<file path="src/rtl/sar_rp_pkg.sv">
// Shared types and helpers for the conversion result path.
// Assumes group sizes are powers of two with log2 no larger than 5.
package sar_rp_pkg;

    typedef enum logic [1:0] {
        CMP_BELOW  = 2'd0,
        CMP_ATLEAST = 2'd1,
        CMP_INSIDE = 2'd2,
        CMP_OUTSIDE = 2'd3
    } cmp_mode_e;

    // Map the group-size select code to log2 of the group size.
    function automatic int unsigned avg_log2(input logic [2:0] sel);
        case (sel)
            3'd1:    return 2;
            3'd2:    return 3;
            3'd3:    return 4;
            3'd4:    return 5;
            default: return 0;
        endcase
    endfunction

endpackage

</file>
<file path="src/rtl/sar_offset_corr.sv">
// Offset correction stage: masks the raw code to the active resolution,
// subtracts a signed offset and clamps to [0, full scale].
// Assumes LOW_W < RAW_W. One register stage.
module sar_offset_corr #(
    parameter int RAW_W = 16,
    parameter int LOW_W = 12
) (
    input  logic             clk,
    input  logic             rst_n,
    input  logic             in_vld,
    input  logic [RAW_W-1:0] in_code,
    input  logic             res16,
    input  logic [RAW_W-1:0] offset,
    output logic             out_vld,
    output logic [RAW_W-1:0] out_val
);
    localparam int DW = RAW_W + 2;
    localparam int PAD = RAW_W - LOW_W;

    logic [RAW_W-1:0]        code_m;
    logic [RAW_W-1:0]        full;
    logic signed [DW-1:0]    diff;
    logic [RAW_W-1:0]        clamped;

    // Mask the code, pick full scale and form the signed difference.
    always_comb begin
        code_m = res16 ? in_code : {{PAD{1'b0}}, in_code[LOW_W-1:0]};
        full   = res16 ? {RAW_W{1'b1}} : {{PAD{1'b0}}, {LOW_W{1'b1}}};
        diff   = $signed({2'b00, code_m}) - $signed({{2{offset[RAW_W-1]}}, offset});
    end

    // Clamp the difference at zero and at full scale.
    always_comb begin
        if (diff[DW-1]) begin
            clamped = '0;
        end else if (diff > $signed({2'b00, full})) begin
            clamped = full;
        end else begin
            clamped = diff[RAW_W-1:0];
        end
    end

    // Register the corrected sample.
    always_ff @(posedge clk) begin
        if (!rst_n) begin
            out_vld <= 1'b0;
            out_val <= '0;
        end else begin
            out_vld <= in_vld;
            if (in_vld) begin
                out_val <= clamped;
            end
        end
    end

endmodule

</file>
<file path="src/rtl/sar_avg_accum.sv">
// Group accumulator: sums 2**k corrected samples, then emits the rounded
// quotient (sum + half) >> k. A clear input drops the partial group and
// any sample arriving in the same cycle.
// Assumes MAX_LOG2 covers every shift the select code can produce.
module sar_avg_accum #(
    parameter int RAW_W    = 16,
    parameter int MAX_LOG2 = 5
) (
    input  logic             clk,
    input  logic             rst_n,
    input  logic             clr,
    input  logic             in_vld,
    input  logic [RAW_W-1:0] in_val,
    input  logic [2:0]       avg_sel,
    output logic             avg_vld,
    output logic [RAW_W-1:0] avg_val
);
    import sar_rp_pkg::*;

    localparam int ACC_W = RAW_W + MAX_LOG2;
    localparam int NCAND = MAX_LOG2 + 1;
    localparam int SH_W  = $clog2(NCAND);
    localparam int CNT_W = (MAX_LOG2 > 0) ? MAX_LOG2 : 1;

    logic [ACC_W-1:0] acc_q;
    logic [CNT_W-1:0] cnt_q;
    logic [SH_W-1:0]  shift;
    logic [CNT_W-1:0] cnt_lim;
    logic             last;
    logic [ACC_W-1:0] sum_next;
    logic [RAW_W-1:0] cand [NCAND];
    logic [RAW_W-1:0] pick;

    // Decode the select code into a shift, falling back to a group of one.
    always_comb begin
        shift = (avg_log2(avg_sel) > MAX_LOG2) ? '0 : SH_W'(avg_log2(avg_sel));
        cnt_lim = CNT_W'((32'd1 << shift) - 32'd1);
        last = (cnt_q == cnt_lim);
        sum_next = acc_q + ACC_W'(in_val);
    end

    // One rounded quotient per legal shift amount.
    generate
        for (genvar g = 0; g < NCAND; g++) begin : g_quot
            if (g == 0) begin : g_pass
                assign cand[g] = sum_next[RAW_W-1:0];
            end else begin : g_round
                logic [ACC_W-1:0] rnd;
                assign rnd     = sum_next + ACC_W'(1 << (g - 1));
                assign cand[g] = RAW_W'(rnd >> g);
            end
        end
    endgenerate

    // Select the quotient that matches the active shift.
    always_comb begin
        pick = cand[0];
        for (int i = 0; i < NCAND; i++) begin
            if (shift == SH_W'(i)) begin
                pick = cand[i];
            end
        end
    end

    // Accumulate, close groups and honour the clear.
    always_ff @(posedge clk) begin
        if (!rst_n) begin
            acc_q   <= '0;
            cnt_q   <= '0;
            avg_vld <= 1'b0;
            avg_val <= '0;
        end else if (clr) begin
            acc_q   <= '0;
            cnt_q   <= '0;
            avg_vld <= 1'b0;
        end else if (in_vld) begin
            if (last) begin
                acc_q   <= '0;
                cnt_q   <= '0;
                avg_vld <= 1'b1;
                avg_val <= pick;
            end else begin
                acc_q   <= sum_next;
                cnt_q   <= cnt_q + CNT_W'(1);
                avg_vld <= 1'b0;
            end
        end else begin
            avg_vld <= 1'b0;
        end
    end

endmodule

</file>
<file path="src/rtl/sar_cmp_gate.sv">
// Threshold gate: evaluates the configured condition on each averaged
// value and delivers it, with a hit flag, or suppresses it.
// Assumes unsigned thresholds with A <= B for the range conditions.
module sar_cmp_gate #(
    parameter int RAW_W = 16
) (
    input  logic             clk,
    input  logic             rst_n,
    input  logic             in_vld,
    input  logic [RAW_W-1:0] in_val,
    input  logic             cmp_en,
    input  logic [1:0]       cmp_mode,
    input  logic [RAW_W-1:0] thr_a,
    input  logic [RAW_W-1:0] thr_b,
    output logic             out_vld,
    output logic [RAW_W-1:0] out_val,
    output logic             hit
);
    import sar_rp_pkg::*;

    logic pass;
    logic deliver;

    // Evaluate the selected condition.
    always_comb begin
        case (cmp_mode_e'(cmp_mode))
            CMP_BELOW:   pass = (in_val < thr_a);
            CMP_ATLEAST: pass = (in_val >= thr_a);
            CMP_INSIDE:  pass = (in_val >= thr_a) && (in_val <= thr_b);
            default:     pass = (in_val < thr_a) || (in_val > thr_b);
        endcase
        deliver = in_vld && (!cmp_en || pass);
    end

    // Register the delivered result and the hit flag.
    always_ff @(posedge clk) begin
        if (!rst_n) begin
            out_vld <= 1'b0;
            out_val <= '0;
            hit     <= 1'b0;
        end else begin
            out_vld <= deliver;
            hit     <= in_vld && cmp_en && pass;
            if (deliver) begin
                out_val <= in_val;
            end
        end
    end

endmodule

</file>
<file path="src/rtl/sar_result_path.sv">
// Result path top: offset correction, group averaging and threshold
// gate in series. A change of resolution or group size clears the group.
// Assumes configuration inputs are synchronous to clk.
module sar_result_path #(
    parameter int RAW_W    = 16,
    parameter int LOW_W    = 12,
    parameter int MAX_LOG2 = 5
) (
    input  logic             clk,
    input  logic             rst_n,
    input  logic             smp_vld,
    input  logic [RAW_W-1:0] smp_code,
    input  logic             cfg_res16,
    input  logic [2:0]       cfg_avg_sel,
    input  logic             cfg_cmp_en,
    input  logic [1:0]       cfg_cmp_mode,
    input  logic [RAW_W-1:0] cfg_thr_a,
    input  logic [RAW_W-1:0] cfg_thr_b,
    input  logic [RAW_W-1:0] cal_offset,
    output logic             res_vld,
    output logic [RAW_W-1:0] res_data,
    output logic             cmp_hit
);
    logic             res16_q;
    logic [2:0]       sel_q;
    logic             cfg_clr;
    logic             corr_vld;
    logic [RAW_W-1:0] corr_val;
    logic             avg_vld;
    logic [RAW_W-1:0] avg_val;

    // Remember the grouping configuration to spot changes.
    always_ff @(posedge clk) begin
        res16_q <= cfg_res16;
        sel_q   <= cfg_avg_sel;
    end

    // A differing setting restarts the group.
    assign cfg_clr = rst_n && ((cfg_res16 != res16_q) || (cfg_avg_sel != sel_q));

    sar_offset_corr #(
        .RAW_W (RAW_W),
        .LOW_W (LOW_W)
    ) u_corr (
        .clk     (clk),
        .rst_n   (rst_n),
        .in_vld  (smp_vld),
        .in_code (smp_code),
        .res16   (cfg_res16),
        .offset  (cal_offset),
        .out_vld (corr_vld),
        .out_val (corr_val)
    );

    sar_avg_accum #(
        .RAW_W    (RAW_W),
        .MAX_LOG2 (MAX_LOG2)
    ) u_acc (
        .clk     (clk),
        .rst_n   (rst_n),
        .clr     (cfg_clr),
        .in_vld  (corr_vld),
        .in_val  (corr_val),
        .avg_sel (cfg_avg_sel),
        .avg_vld (avg_vld),
        .avg_val (avg_val)
    );

    sar_cmp_gate #(
        .RAW_W (RAW_W)
    ) u_gate (
        .clk      (clk),
        .rst_n    (rst_n),
        .in_vld   (avg_vld),
        .in_val   (avg_val),
        .cmp_en   (cfg_cmp_en),
        .cmp_mode (cfg_cmp_mode),
        .thr_a    (cfg_thr_a),
        .thr_b    (cfg_thr_b),
        .out_vld  (res_vld),
        .out_val  (res_data),
        .hit      (cmp_hit)
    );

endmodule

</file>
<file path="config.mk">
export PLATFORM = sky130hd
export DESIGN_NAME = sar_result_path
export DESIGN_NICKNAME = d
export VERILOG_FILES = /design/src/rtl/sar_rp_pkg.sv /design/src/rtl/sar_offset_corr.sv /design/src/rtl/sar_avg_accum.sv /design/src/rtl/sar_cmp_gate.sv /design/src/rtl/sar_result_path.sv
export SDC_FILE = /design/constraint.sdc
export NUM_CORES = 1
export LEC_CHECK = 0
export ABC_AREA = 1
export BUFFER_PORTS_ARGS = -buffer_cell sky130_fd_sc_hd__buf_2
export CAP_MARGIN = 20
export CORE_MARGIN = 1
export CORE_UTILIZATION = 30
export CTS_CLUSTER_SIZE = 24
export DETAILED_ROUTE_END_ITERATION = 8
export SKIP_LAST_GASP = 1
export SLEW_MARGIN = 20
export SYNTH_ARGS = -nofsm -noshare
export SYNTH_HDL_FRONTEND = slang
export SYNTH_SLANG_ARGS = --single-unit
</file>
<file path="constraint.sdc">
create_clock -name clk -period 9.2 [get_ports clk]
set_input_delay 1.84 -clock clk [delete_from_list [all_inputs] [get_ports clk]]
set_output_delay 1.84 -clock clk [all_outputs]
set_load 0.01 [all_outputs]
</file>
==> results of run 1 <==
==> synthesized netlist by cell type (3+ instances only) <==
| cell type | n |
|---|---|
| sky130_fd_sc_hd__a21o_1 | 4 |
| sky130_fd_sc_hd__a21oi_1 | 133 |
| sky130_fd_sc_hd__a21oi_2 | 7 |
| sky130_fd_sc_hd__a31oi_1 | 6 |
| sky130_fd_sc_hd__buf_2 | 12 |
| sky130_fd_sc_hd__buf_4 | 3 |
| sky130_fd_sc_hd__clkbuf_1 | 15 |
| sky130_fd_sc_hd__clkinv_1 | 3 |
| sky130_fd_sc_hd__dfxtp_1 | 82 |
| sky130_fd_sc_hd__ha_1 | 78 |
| sky130_fd_sc_hd__inv_1 | 186 |
| sky130_fd_sc_hd__inv_2 | 18 |
| sky130_fd_sc_hd__nand2_1 | 370 |
| sky130_fd_sc_hd__nand2_2 | 35 |
| sky130_fd_sc_hd__nand2_4 | 11 |
| sky130_fd_sc_hd__nand3_1 | 114 |
| sky130_fd_sc_hd__nand3_2 | 5 |
| sky130_fd_sc_hd__nand3b_1 | 4 |
| sky130_fd_sc_hd__nand4_1 | 20 |
| sky130_fd_sc_hd__nor2_1 | 71 |
| sky130_fd_sc_hd__nor2_2 | 12 |
| sky130_fd_sc_hd__nor2_4 | 9 |
| sky130_fd_sc_hd__nor3_1 | 15 |
| sky130_fd_sc_hd__o211ai_1 | 10 |
| sky130_fd_sc_hd__o21a_1 | 4 |
| sky130_fd_sc_hd__o21ai_0 | 48 |
| sky130_fd_sc_hd__o21ai_1 | 13 |
| sky130_fd_sc_hd__o21bai_1 | 6 |
| sky130_fd_sc_hd__o221ai_1 | 3 |
| sky130_fd_sc_hd__xnor2_1 | 12 |
| sky130_fd_sc_hd__xor2_1 | 32 |
==> layer usage <==
layer | GRT usage (%) | wire [um]
met5 | 0 | 0
met4 | 7.56 | 803
met3 | 2.53 | 1330
met2 | 31.6 | 12100
met1 | 23.5 | 12000
==> worst min-delay path by stage <==
stage,slack [ns],cells past startpoint,endpoint
finish,0.46,2,u_gate.out_val[2]
global route,0.48,2,u_gate.out_val[2]
CTS,0.46,2,u_gate.out_val[2]
detailed placement,0.45,2,u_gate.out_val[14]
global placement,0.45,2,u_gate.out_val[2]
floorplan,0.45,2,u_acc.acc_q[0]
==> final cells by class <==
| type | count | area [um2] | area share (%) |
|---|---|---|---|
| Clock inverter | 7 | 57.6 | 0.599 |
| Sequential cell | 82 | 1640 | 17.1 |
| Timing Repair Buffer | 95 | 485 | 5.06 |
| Multi-Input combinational cell | 1045 | 5940 | 61.8 |
| Tap cell | 378 | 473 | 4.93 |
| Clock buffer | 9 | 225 | 2.35 |
| Inverter | 208 | 783 | 8.16 |
==> power by group through the flow <==
stage | clock (mW) | sequential (mW) | combinational [mW]
after floorplan | 0 | 0.374 | 0.202
after global placement | 0 | 0.376 | 0.279
after detailed placement | 0 | 0.376 | 0.280
after CTS | 0.368 | 0.368 | 0.281
after global routing | 0.379 | 0.369 | 0.321
final | 0.356 | 0.368 | 0.283
==> stage by stage <==
step | cell area, um2 | std cells | hold slack, ns | setup WS (ns) | utilization, %
5_1_grt | 9600 | 1824 | 0.481 | 3.49 | 34.5
3_5_place_dp | 9320 | 1808 | 0.451 | 3.61 | 33.5
4_1_cts | 9600 | 1824 | 0.461 | 3.96 | 34.5
2_1_floorplan | 8510 | 1367 | 0.449 | 4.46 | -
3_3_place_gp | 9320 | 1808 | 0.447 | 3.65 | 33.5
6_report | 9600 | 1824 | 0.460 | 3.84 | 34.5
==> sequential cells by signal, indices dropped and copies added (netlist names) <==
register,flops
u_acc.cnt_q,5
u_acc.avg_val,16
sel_q,3
res16_q,1
u_corr.out_val,16
u_corr.out_vld,1
u_gate.hit,1
u_acc.avg_vld,1
u_acc.acc_q,21
u_gate.out_val,16
u_gate.out_vld,1
==> cells by family after synthesis <==
| kind of cell | count (synthesis) | share of synthesized area (%) |
|---|---|---|
| and+or+nand+nor | 670 | 36.1 |
| buffers and inverters | 240 | 11.0 |
| AOI/OAI and AO/OA | 249 | 16.6 |
| xor gates and xnor gates | 46 | 5.04 |
| DFF | 82 | 19.3 |
| adders and majority gates | 80 | 11.9 |
==> tightest hold or removal path, delay by kind of cell, from the launching register on <==
family,cells,cell delay (ns)
AOI/OAI and AO/OA,1,0.05
DFF,1,0.31
and+or+nand+nor,1,0.06
==> reports/summary.md, run 1 <==
For the count of warnings emitted by yosys, the log shows 0. Cell with the biggest individual delay on the critical path: sky130_fd_sc_hd__nor3_2. Grouping stages by cell kind, the critical path spends the most delay in simple AND/OR/NAND/NOR gates. The design draws 1.01 mW. TritonCTS built the clock tree. The critical path buffer and inverter count works out to 2. The run finished with clean final reports. The most frequent cell on the critical path was sky130_fd_sc_hd__o21ai_0. The run gives 35 as the largest net degree at the start of global routing. The post-synth net total is 1,521. The proportion of total power due to net switching was 35.9%; the die boundary height was 170 um. In this run the power density over the cells is 105 nW/um2. For the worst-skew pair, the clock arrives at the later sink with an insertion delay of 0.36 ns. Yosys mapped a number of flops with a built-in enable equal to 0.

Compared with the post-synthesis result, the final layout area differs by 12.8%. The post-DP HPWL came out at 21.1 mm. The routed design has 26.2 mm of wire. The largest total area in the synthesized netlist belongs to sky130_fd_sc_hd__dfxtp_1.

The detail route stage leaves a number of antenna-violating nets equal to 0. Among all flip-flop cells after synthesis, the most frequent one is sky130_fd_sc_hd__dfxtp_1. The worst-case IR drop observed on VDD is 78.2 uV. Fill cell instance count of the final layout: 3,092.

The tools report the total of hold buffers inserted after clock tree synthesis as 0. The placeable core area came out at 27,900 um2. Sequential cells were found to cover 19.3% of the synthesized design area. Across all register-to-register paths, the minimum setup slack is 5.02 ns. Setup repair after global routing left no endpoint under its margin. The netlist area before placement is 8510 um2, and the maximum fanout count along the critical path is 26. CTS saw 82 sinks. The antenna cell count was 0. Setup violations remaining at the end of the flow were counted as 0.

For the pin with the worst max-slew slack, the measured transition is 1.11 ns. The overall die area is 29,000 um2, and the die width is 170 um. For the final worst clock skew, the log shows 0.00854 ns. In this run the critical register-to-register path is captured at u_acc.avg_val[2].

The share of total power dissipated in combinational logic is 28.1%. The aggregate global routing overflow was 0. Cells with a size suffix above 1 make up 15.4% of the layout. The run gives 0 as the number of design rule violations left after detail routing. The worst setup path is captured at a register. The global-route total usage across every layer is 18.6%. Row generation in the floorplan step produced 61 rows. In this run the post-CTS setup repair buffer count came out at 0.

For the first-pass GRT wire length, the log shows 42.6 mm. The startpoint of the worst-slack reg-to-reg timing path is u_corr.out_val[2]. The internal power of the cells totals 0.645 mW. Across the run, the number of max-cap violations was 0. For the count of endpoints failing hold in the final timing report, the log shows 0.

The startpoint of the worst setup timing path is cfg_avg_sel[0]. The initial utilization of the core area, before any placement, comes to 30.6%. For the via count of the first global-routing pass, the log shows 8,335.

The path class of the tightest hold or removal check is register to register. The top cell type by area accounts for 19.3% of the synthesized area. After the first detailed-routing iteration, the DRC count stood at 646. The max-slew violation total from the final report is 0, and the detailed-route via count is 8,898. The static leakage is 4.73 nW, and the total I/O pin count is 92. The startpoint identified for the worst hold timing path is u_gate.out_val[2]. In this run, flip-flops and latches consume 36.5% of the power. In this run the number of H-tree levels came out at 3. Buffers inserted during clock tree synthesis total 9. After clock tree synthesis, the clock-pin slew on the worst setup and hold paths is 0.07 ns. The critical path goes through buf_2 -> nor2_1 -> nand2_2 -> o21ai_0 -> ha_1 -> nor2_1 -> nand3b_1 -> o21ai_2 -> nor3_2 -> inv_1 -> o211ai_1 -> o21ai_0 -> o21ai_0 -> o21ai_0 -> a21oi_1. On the worst path, the slowest cell contributes a delay of 0.78 ns.

The count of mapped cells out of synthesis came out at 1,367. Detailed-router iteration count before antenna repair: 5. Routability-driven placement finished with a final weighted congestion of 0.943. Once the clock tree was built, the resizer swapped 0 gates to a different size.

For this design the total switching power over the nets is 0.362 mW. Derived from the worst setup path, the maximum achievable clock frequency is 0.186 GHz. The endpoint arrival time on the critical path was 5.65 ns; the vias per cell was 4.88. The tools report the startpoint kind of the worst setup timing path as an input pin. The share of total power in the clock network is 35.4%, and the number of nets in the layout is 1,595.

In this run the mean area of a mapped cell was 6.23 um2. The critical path depth in cells works out to 15. The largest buffer count on any clock path was 2.

Kind of critical path: input pin to register. The number of antenna violations at the first check in global routing was 0; the post-layout minimum cycle time was 5.36 ns. The run gives 9.49 ns as the required time of the worst setup path. The proportion of register bits with asynchronous set or reset after synthesis came out at 0%. In the final timing run, aggregate negative setup slack is 0 ns. Leaving out fill and tap cells, the most frequent cell in the layout is sky130_fd_sc_hd__nand2_1. The run gives 25.4% as the worst relative slew slack. Port buffering added 91 buffers.

Yosys attributes the largest share of cell area to sky130_fd_sc_hd__dfxtp_1, sky130_fd_sc_hd__nand2_1, sky130_fd_sc_hd__ha_1. The library cells used most frequently in the layout, excluding fill and tap cells, are sky130_fd_sc_hd__nand2_1, sky130_fd_sc_hd__inv_1, sky130_fd_sc_hd__a21oi_1. For the worst flop-to-flop path, the logic depth is 15. In this run the clock root is driven by a sky130_fd_sc_hd__clkbuf_16.

The synthesized netlist contains 52 unique library cells. The register bit count reported by yosys works out to 82. The capture point of the critical path was u_acc.avg_val[0]. The share of the clock period used by the worst path works out to 58.3%. In the final routed layout, each cell accounts on average for 14.4 um.
(Power assumes the default switching activity.)
==> inputs of run 2 (changes only) <==
==> constraint.sdc (replaced) <==
create_clock -name clk -period 4.58 [get_ports clk]
set_input_delay 0.916 -clock clk [delete_from_list [all_inputs] [get_ports clk]]
set_output_delay 0.916 -clock clk [all_outputs]
set_load 0.01 [all_outputs]
==> reports/summary.md, run 2 (synthesis results as in run 1) <==
The run finished with clean final reports. The worst hold path belongs to the class register to register. The number of flip-flops in the largest register is 21, and the share of cells above drive strength 1 is 15.6%.

For this run, the detailed router's first-pass iteration total came to 5. The floorplan has 61 rows. Clock-pin slew was measured on the worst setup and hold paths at 0.07 ns. The layout has 3,093 filler cells.

Setup repair after global routing left no endpoint under its margin. Sequential cells account for 35.1% of the total power. At the end of routability-driven placement, the weighted congestion stood at 1.01. The highest clock frequency the design can meet was 0.251 GHz; the number of buffers inserted during clock tree synthesis was 9. Counting I/O delays and the setup requirement, the final critical path takes 3.99 ns.

STA classifies the critical path endpoint as a register. The clock arrives with 0.0115 ns of skew. After detailed routing, the number of remaining DRC violations is 0. The die covers 29,000 um2. Area added between synthesis and finish: 13.9%. The clock tree root driver cell was sky130_fd_sc_hd__clkbuf_16. The library cell used most frequently in the layout, excluding fill and tap cells, is sky130_fd_sc_hd__nand2_1. TritonCTS built the clock tree. The library cells used most frequently in the layout, excluding fill and tap cells, are sky130_fd_sc_hd__nand2_1, sky130_fd_sc_hd__inv_1, sky130_fd_sc_hd__a21oi_1. During placement, the flow inserted port buffers numbering 91. The routed design uses 1.57 mm of met3 wire. The worst pin sits at a relative slew slack of 45.2%.

Number of nets in the layout: 1,602. For this design the top-level I/O count stands at 92. The clock reaches the later pin of the worst-skew pair after 0.35 ns. The met1 wire length was 11.3 mm.

The tools report the origin of the worst min-delay path as u_gate.out_val[3]. The routed design has 25.2 mm of wire. The run gives 0 as the number of nets with antenna violations after detailed routing. At the worst endpoint, the arrival time is 4.27 ns. Startpoint kind of the worst setup timing path: an input pin. The number of setup buffers added after CTS is 0. Static leakage: 4.78 nW. For the routed length on met2, the log shows 11.6 mm.

For the max capacitance violation total, the log shows 0. The worst setup path is of the input pin to register kind. The tools report the switching power as 0.692 mW. For the antenna cell count, the log shows 0. The summed negative setup slack over all endpoints is 0 ns. The power density over the cells came out at 218 nW/um2. Register bank with the most flops: u_acc.acc_q.

The die width was 170 um; the final core utilization was 34.8%. CTS built an H-tree with a depth of 3. The largest buffer count on any clock path was 2; the sink count of the clock tree was 82.

The required time of the worst setup path came out at 4.87 ns. The internal power of the cells totals 1.42 mW. Routed wire length per instance: 13.8 um.

Of all nets on the critical path, the largest fanout is 16. The startpoint of the worst setup timing path was smp_code[0]. The worst IR drop on VDD came out at 176 uV.

The max-slew violation total from the final report is 0, and the number of antenna violations at the first check in global routing is 0. The initial standard-cell utilization of the core is 30.6%. Number of gates given a new drive strength after cts: 0. The die is 170 um tall. After floorplanning, the core was sized to cover 27,900 um2.

The slew at the pin with the worst max-slew slack is 0.822 ns, and the register area is 1640 um2. The first global-routing pass estimated 41.2 mm of wire. In the routed layout, each cell is associated on average with a via count of 4.85. The startpoint identified for the worst register-to-register timing path is u_corr.out_val[2].

The first routing iteration left 567 violations. The detailed-route via count is 8,875. Combinational logic is responsible for 26.6% of the overall power.

Via count of the first global-routing pass: 8,248. The tools report the count of endpoints failing hold in the final timing report as 0. The proportion of total power due to net switching was 32.8%; the final setup violation count was 0. The tools report the post-DP HPWL as 20.3 mm. Of the available clock period, the critical path in the final layout requires 87.0%. The highest metal layer with signal wires is met4. The share of total power dissipated in the clock network is 38.3%.

The multi-input logic area came out at 5930 um2. After clock tree synthesis, the flow added hold-fix buffers numbering 0. Global routing used 17.9% of the available tracks. The aggregate global routing overflow came out at 0. The tools report the largest net degree at the start of global routing as 35.
==> run 2: cell count changes in the layout (fill, tap and decap cells not counted), sizes merged <==
cell / change
buf: +7
inv: -4
clkinvlp: +1
clkinv: -1
bufinv: +2
clkbuf: +2
==> run 2: path summary, 6_finish.rpt <==
check	endpoint	slack, ns	cells past startpoint
max reg2reg	u_acc.avg_val[6]	1.03	16
min	u_gate.out_val[3]	0.46	2
max	u_corr.out_val[13]	0.59	27
min reg2reg	u_gate.out_val[3]	0.46	2
==> run 2: final cells by class <==
class	instances	area share, %
multi-input combinational	1045	61.2
sequential	82	16.9
inverter	208	8.08
timing repair buffer	102	5.55
tap	378	4.88
clock buffer	11	2.50
clock inverter	5	0.878
==> run 2: routing by layer <==
| layer | global-route usage, % | up-vias |
|---|---|---|
| met5 | 0 | - |
| met1 | 22.5 | 3912 |
| met4 | 6.93 | 0 |
| li1 | - | 4626 |
| met3 | 2.58 | 45 |
| met2 | 30.5 | 292 |
==> run 2: critical path, cell delays in order <==
cell and delay (ns):
sky130_fd_sc_hd__buf_2 0.07, sky130_fd_sc_hd__inv_1 0.03, sky130_fd_sc_hd__ha_1 0.18, sky130_fd_sc_hd__inv_1 0.10
sky130_fd_sc_hd__fa_1 0.23, sky130_fd_sc_hd__nand3_1 0.08, sky130_fd_sc_hd__nand3_1 0.11, sky130_fd_sc_hd__nand3_1 0.08
sky130_fd_sc_hd__nand2_1 0.13, sky130_fd_sc_hd__nand2_1 0.06, sky130_fd_sc_hd__nand2_1 0.07, sky130_fd_sc_hd__inv_1 0.05
sky130_fd_sc_hd__o21ai_0 0.28, sky130_fd_sc_hd__a31o_2 0.22, sky130_fd_sc_hd__xor2_1 0.20, sky130_fd_sc_hd__inv_1 0.06
sky130_fd_sc_hd__ha_1 0.27, sky130_fd_sc_hd__nand2_1 0.06, sky130_fd_sc_hd__inv_1 0.07, sky130_fd_sc_hd__nand3_1 0.08
sky130_fd_sc_hd__nor2_1 0.10, sky130_fd_sc_hd__nand3_1 0.07, sky130_fd_sc_hd__nand2_1 0.10, sky130_fd_sc_hd__nand3_2 0.27
sky130_fd_sc_hd__nand2_1 0.15, sky130_fd_sc_hd__nand3_1 0.08, sky130_fd_sc_hd__a21oi_1 0.14
==> run 2: power by group through the flow <==
stage / Combinational [mW] / Clock (mW) / Sequential (mW)
6_report: 0.562 / 0.808 / 0.741
5_1_grt: 0.635 / 0.859 / 0.742
4_1_cts: 0.560 / 0.829 / 0.741
2_1_floorplan: 0.405 / 0 / 0.751
3_3_place_gp: 0.554 / 0 / 0.757
3_5_place_dp: 0.557 / 0 / 0.757
==> run 2: stage by stage <==
stage / hold slack (ns) / setup slack [ns] / total power, mW / instance area (um2) / std cells
global placement: 0.449 / 0.302 / 1.31 / 9370 / 1815
global route: 0.484 / 0.123 / 2.24 / 9700 / 1831
CTS: 0.467 / 0.565 / 2.13 / 9700 / 1831
floorplan: 0.449 / 0.769 / 1.16 / 8510 / 1367
finish: 0.462 / 0.595 / 2.11 / 9700 / 1831
detailed placement: 0.456 / 0.200 / 1.31 / 9370 / 1815
==> inputs of run 3 (changes only) <==
--- a/config.mk
+++ b/config.mk
@@ -5,7 +5,6 @@
 export SDC_FILE = /design/constraint.sdc
 export NUM_CORES = 1
 export LEC_CHECK = 0
-export ABC_AREA = 1
 export BUFFER_PORTS_ARGS = -buffer_cell sky130_fd_sc_hd__buf_2
 export CAP_MARGIN = 20
 export CORE_MARGIN = 1
==> reports/summary.md, run 3 <==
The logs give 9580 um2 for the design area and 0 for the max capacitance violation total. Per report_power, the sequential group accounts for 35.0% of the total. Routability-driven placement finished with a final weighted congestion of 0.913. The placement-stage cell area is 9200 um2.

The register bit count reported by yosys was 82. The proportion of register bits with asynchronous set or reset after synthesis is 0%, and the post-synth net total is 1,206. The critical path is of the input pin to register type. The number of nets in the layout is 1,329, and the max-slew violation total from the final report is 0. The dominant cell by count in the synthesized netlist was sky130_fd_sc_hd__nand2_1. The sum of internal, switching and leakage power was 2.13 mW; the number of cells on the worst reg-to-reg path was 17.

Leaving out fill and tap cells, the most frequent cells in the layout are sky130_fd_sc_hd__nand2_1, sky130_fd_sc_hd__nor2_1, sky130_fd_sc_hd__buf_2. The tools report the static leakage as 4.07 nW. TritonCTS built the clock tree.

The tools report the startpoint of the worst-slack reg-to-reg timing path as u_corr.out_val[0]. The detailed-router iteration count before antenna repair came out at 7. The tools report the switching power as 0.724 mW. The count of endpoints failing hold in the final timing report is 0, and the vias per cell is 5.16.

For the violation count after the first detailed-route iteration, the log shows 574. The power density over the cells was 222 nW/um2; the post-DP HPWL was 17.4 mm. After synthesis, the most frequently instantiated cells are sky130_fd_sc_hd__nand2_1, sky130_fd_sc_hd__nor2_1, sky130_fd_sc_hd__dfxtp_1, sky130_fd_sc_hd__a21oi_1, sky130_fd_sc_hd__ha_1. In the final routed layout, each cell accounts on average for 14.4 um.

The tools report the post-place setup slack as -0.767 ns. In this run switching power makes up 34.0% of total power. On the critical path, the stage with the largest delay is an instance of sky130_fd_sc_hd__o41ai_4. During placement, the flow inserted port buffers numbering 91.

The register with the most flip-flops in the layout has 21 of them. For this run, the leading register cell type out of synthesis is sky130_fd_sc_hd__dfxtp_1. The final setup violation count is 16.

In this run, post-CTS hold repair placed 0 buffers. At the later pin of the worst-skew pair, clock insertion delay measures 0.35 ns. The cell area that synthesis handed to floorplanning was 7970 um2. The required time of the worst setup path was 4.78 ns.

The number of enable-type register cells in the synthesized netlist works out to 0. For this run, the register share of the synthesized area comes to 20.6%. The slew at the pin with the worst max-slew slack was 0.823 ns; the post-layout minimum cycle time was 4.63 ns. The share of cells above drive strength 1 is 19.2%. The flow ran to the end, but the final reports show violations. Area added between synthesis and finish: 20.2%. The library cell used most frequently in the layout, excluding fill and tap cells, is sky130_fd_sc_hd__nand2_1. The tools report the detailed-route via count as 7,817. By area the synthesized netlist is led by sky130_fd_sc_hd__dfxtp_1, sky130_fd_sc_hd__ha_1, sky130_fd_sc_hd__xnor2_1.

The logs give 36.5 mm for the first-pass GRT wire length and 27,200 um2 for the overall die area. In this run the remaining antenna-violating nets after routing total 0. The tools report the highest clock frequency the design can meet as 0.216 GHz. The tools report the part of the total power dissipated in combinational logic as 33.3%.

Routed signal wires occupy layers up through met4. The die boundary height was 165 um; the fraction of synthesized cell area taken by the top area cell type was 20.6%. STA classifies the critical path startpoint as an input pin.

Summed over all instances, the cell type with the most area after synthesis is sky130_fd_sc_hd__dfxtp_1. The checks that failed: negative setup slack. In this run, CTS created clock tree buffers numbering 9. For this run, the slowest stage of the critical path takes 0.37 ns. After detailed routing, the total wire length is 21.9 mm. In this run the worst hold path is classified as register to register.

The internal power of the cells totals 1.40 mW. The number of antenna violations at the first check in global routing was 0. The run gives 0 as the aggregate global routing overflow.

The endpoint type of the worst setup path is a register. In this run the count of I/O pins placed on the die edge is 92. For this design, the sink count on the clock tree is 82. The post-route worst setup slack came out at -0.0462 ns. Entering global routing, the biggest net connects 47 pins.

Excluding fillers, the count of instances in the completed layout stands at 1,515. The number of distinct library cells after synthesis is 86. The run gives 4.83 ns as the endpoint arrival time on the critical path. The worst register-to-register path has a setup slack of 0.44 ns.

The longest clock path from root to sink contains 2 buffers. The final critical path takes up 101% of the cycle. For hold timing, the worst endpoint is u_gate.out_val[0].

In the final routing, the length of wire on met1 measures 10.4 mm. Setup repair after global routing could not meet its margin everywhere. The tools report the count of standard-cell rows as 59. In the routed design, unresolved DRC markers number 0. The floorplan step defined a core boundary enclosing 26,100 um2. The cell count after synthesis came out at 1,052. The global-route total usage across every layer was 16.5%; the antenna cell count was 0.

Counting tap cells, the placed design contains a total of 1,495 instances. After clock tree synthesis, the clock-pin slew on the worst setup and hold paths is 0.06 ns. The post-synthesis area per instance was 7.58 um2; the via count of the first global-routing pass was 7,460. In this run the tightest slew margin relative to its limit is 45.1%. Maximum fanout count along the critical path: 8. Clock skew on the completed layout was measured at 0.00703 ns.

Most frequent cell on the critical path: sky130_fd_sc_hd__a21oi_2. The run gives 171 uV as the worst IR drop on VDD. The routed length on met2 came out at 10.0 mm. The wire length on met3 is 1.11 mm.

In this run, the clock network consumes 31.7% of the power. The register with the most flip-flops in the final layout is u_acc.acc_q. The worst hold path was traced through 2 stages. The startpoint identified for the worst hold timing path is u_gate.out_val[0]. The summed negative setup slack over all endpoints is -0.371 ns.

Clock tree synthesis selected as its root buffer the cell sky130_fd_sc_hd__clkbuf_16. For this configuration, the core starts out at a cell density of 30.6%. The clock tree synthesis step divided the H-tree into 3 levels.

In this run the critical register-to-register path is captured at u_acc.avg_val[14]. Measured along the x axis, the die boundary spans 165 um. The count of warnings emitted by yosys came out at 0.

Walking the worst path, the cells encountered are buf_8 -> inv_12 -> ha_4 -> inv_2 -> fa_2 -> a21o_1 -> a21oi_2 -> a21oi_2 -> o41ai_4 -> o2111ai_2 -> a21oi_2 -> xnor2_2 -> ha_1 -> nand4_1 -> nor4b_2 -> nand3_1 -> a2111o_1 -> nor4_2 -> o211ai_1 -> a211oi_4 -> buf_6 -> buf_6 -> a311oi_1.
## run 3: changes by cell type after synthesis, sizes merged, moves of 11 or more
cell	before	now
a211oi	2	14
a21o	4	20
a21oi	140	81
clkbuf	15	37
inv	205	76
mux2i	0	18
nand2	416	121
nand3	119	44
nor3	15	26
nor4	0	11
o21a	4	15
o21ai	62	42
xnor2	12	67
## run 3: metrics by stage
stage | util [%] | hold WS (ns)
after floorplan | - | 0.432
after global placement | 35.3 | 0.441
after detailed placement | 35.3 | 0.449
after CTS | 36.7 | 0.460
after global routing | 36.8 | 0.481
final | 36.8 | 0.457
## run 3: worst max path at each step
stage                 from            endpoint  depth (start not counted)
2_1_floorplan  smp_code[0]  u_corr.out_val[14]                         22
3_3_place_gp   smp_code[0]  u_corr.out_val[14]                         24
5_1_grt        smp_code[0]  u_corr.out_val[15]                         23
3_5_place_dp   smp_code[0]  u_corr.out_val[13]                         24
6_report       smp_code[0]   u_corr.out_val[2]                         23
4_1_cts        smp_code[0]  u_corr.out_val[15]                         23
## run 3: what timing repair did
action                     in CTS  in global routing
pin swaps                      18                  5
gates resized for setup        15                  2
buffers inserted                2                  2
setup endpoints to repair      16                 16
## run 3: kinds of logic after synthesis
family / count (synthesis) / share of synthesized area [%]
flip-flops: 82 / 20.6
AND/OR/NAND/NOR: 380 / 23.0
multiplexers: 20 / 2.68
AO/OA/AOI/OAI: 271 / 23.4
XOR/XNOR: 97 / 11.6
buffers and inverters: 122 / 5.90
adder cells (fa/ha/maj): 80 / 12.7
## run 3: final cells by class
type	count	area, um2
multi-input cells	848	5970
repair buffers	158	980
inverters	76	298
well taps	335	419
fillers	2740	16500
flip-flops and latches	82	1640
clock inverters	7	43.8
clock buffers	9	225
## run 3: power by group through the flow
| stage | clock [mW] | sequential, mW | combinational, mW |
|---|---|---|---|
| 2_1_floorplan | 0 | 0.756 | 0.452 |
| 3_3_place_gp | 0 | 0.761 | 0.671 |
| 3_5_place_dp | 0 | 0.761 | 0.676 |
| 4_1_cts | 0.694 | 0.745 | 0.700 |
| 5_1_grt | 0.733 | 0.747 | 0.779 |
| 6_report | 0.675 | 0.745 | 0.708 |
## run 3: metal layers
layer  up-vias  track usage (%)
met1      3577             21.8
met2       223             28.2
li1       3997                -
met4         0             4.55
met5         -                0
met3        20             2.01
## run 3: critical path: cells and delay by family
kind	cells	cell delay [ns]
xor gates and xnor gates	1	0.09
buffers and inverters	5	0.47
AOI/OAI and AO/OA	10	1.98
and+or+nand+nor	4	0.60
adders and majority gates	3	0.73
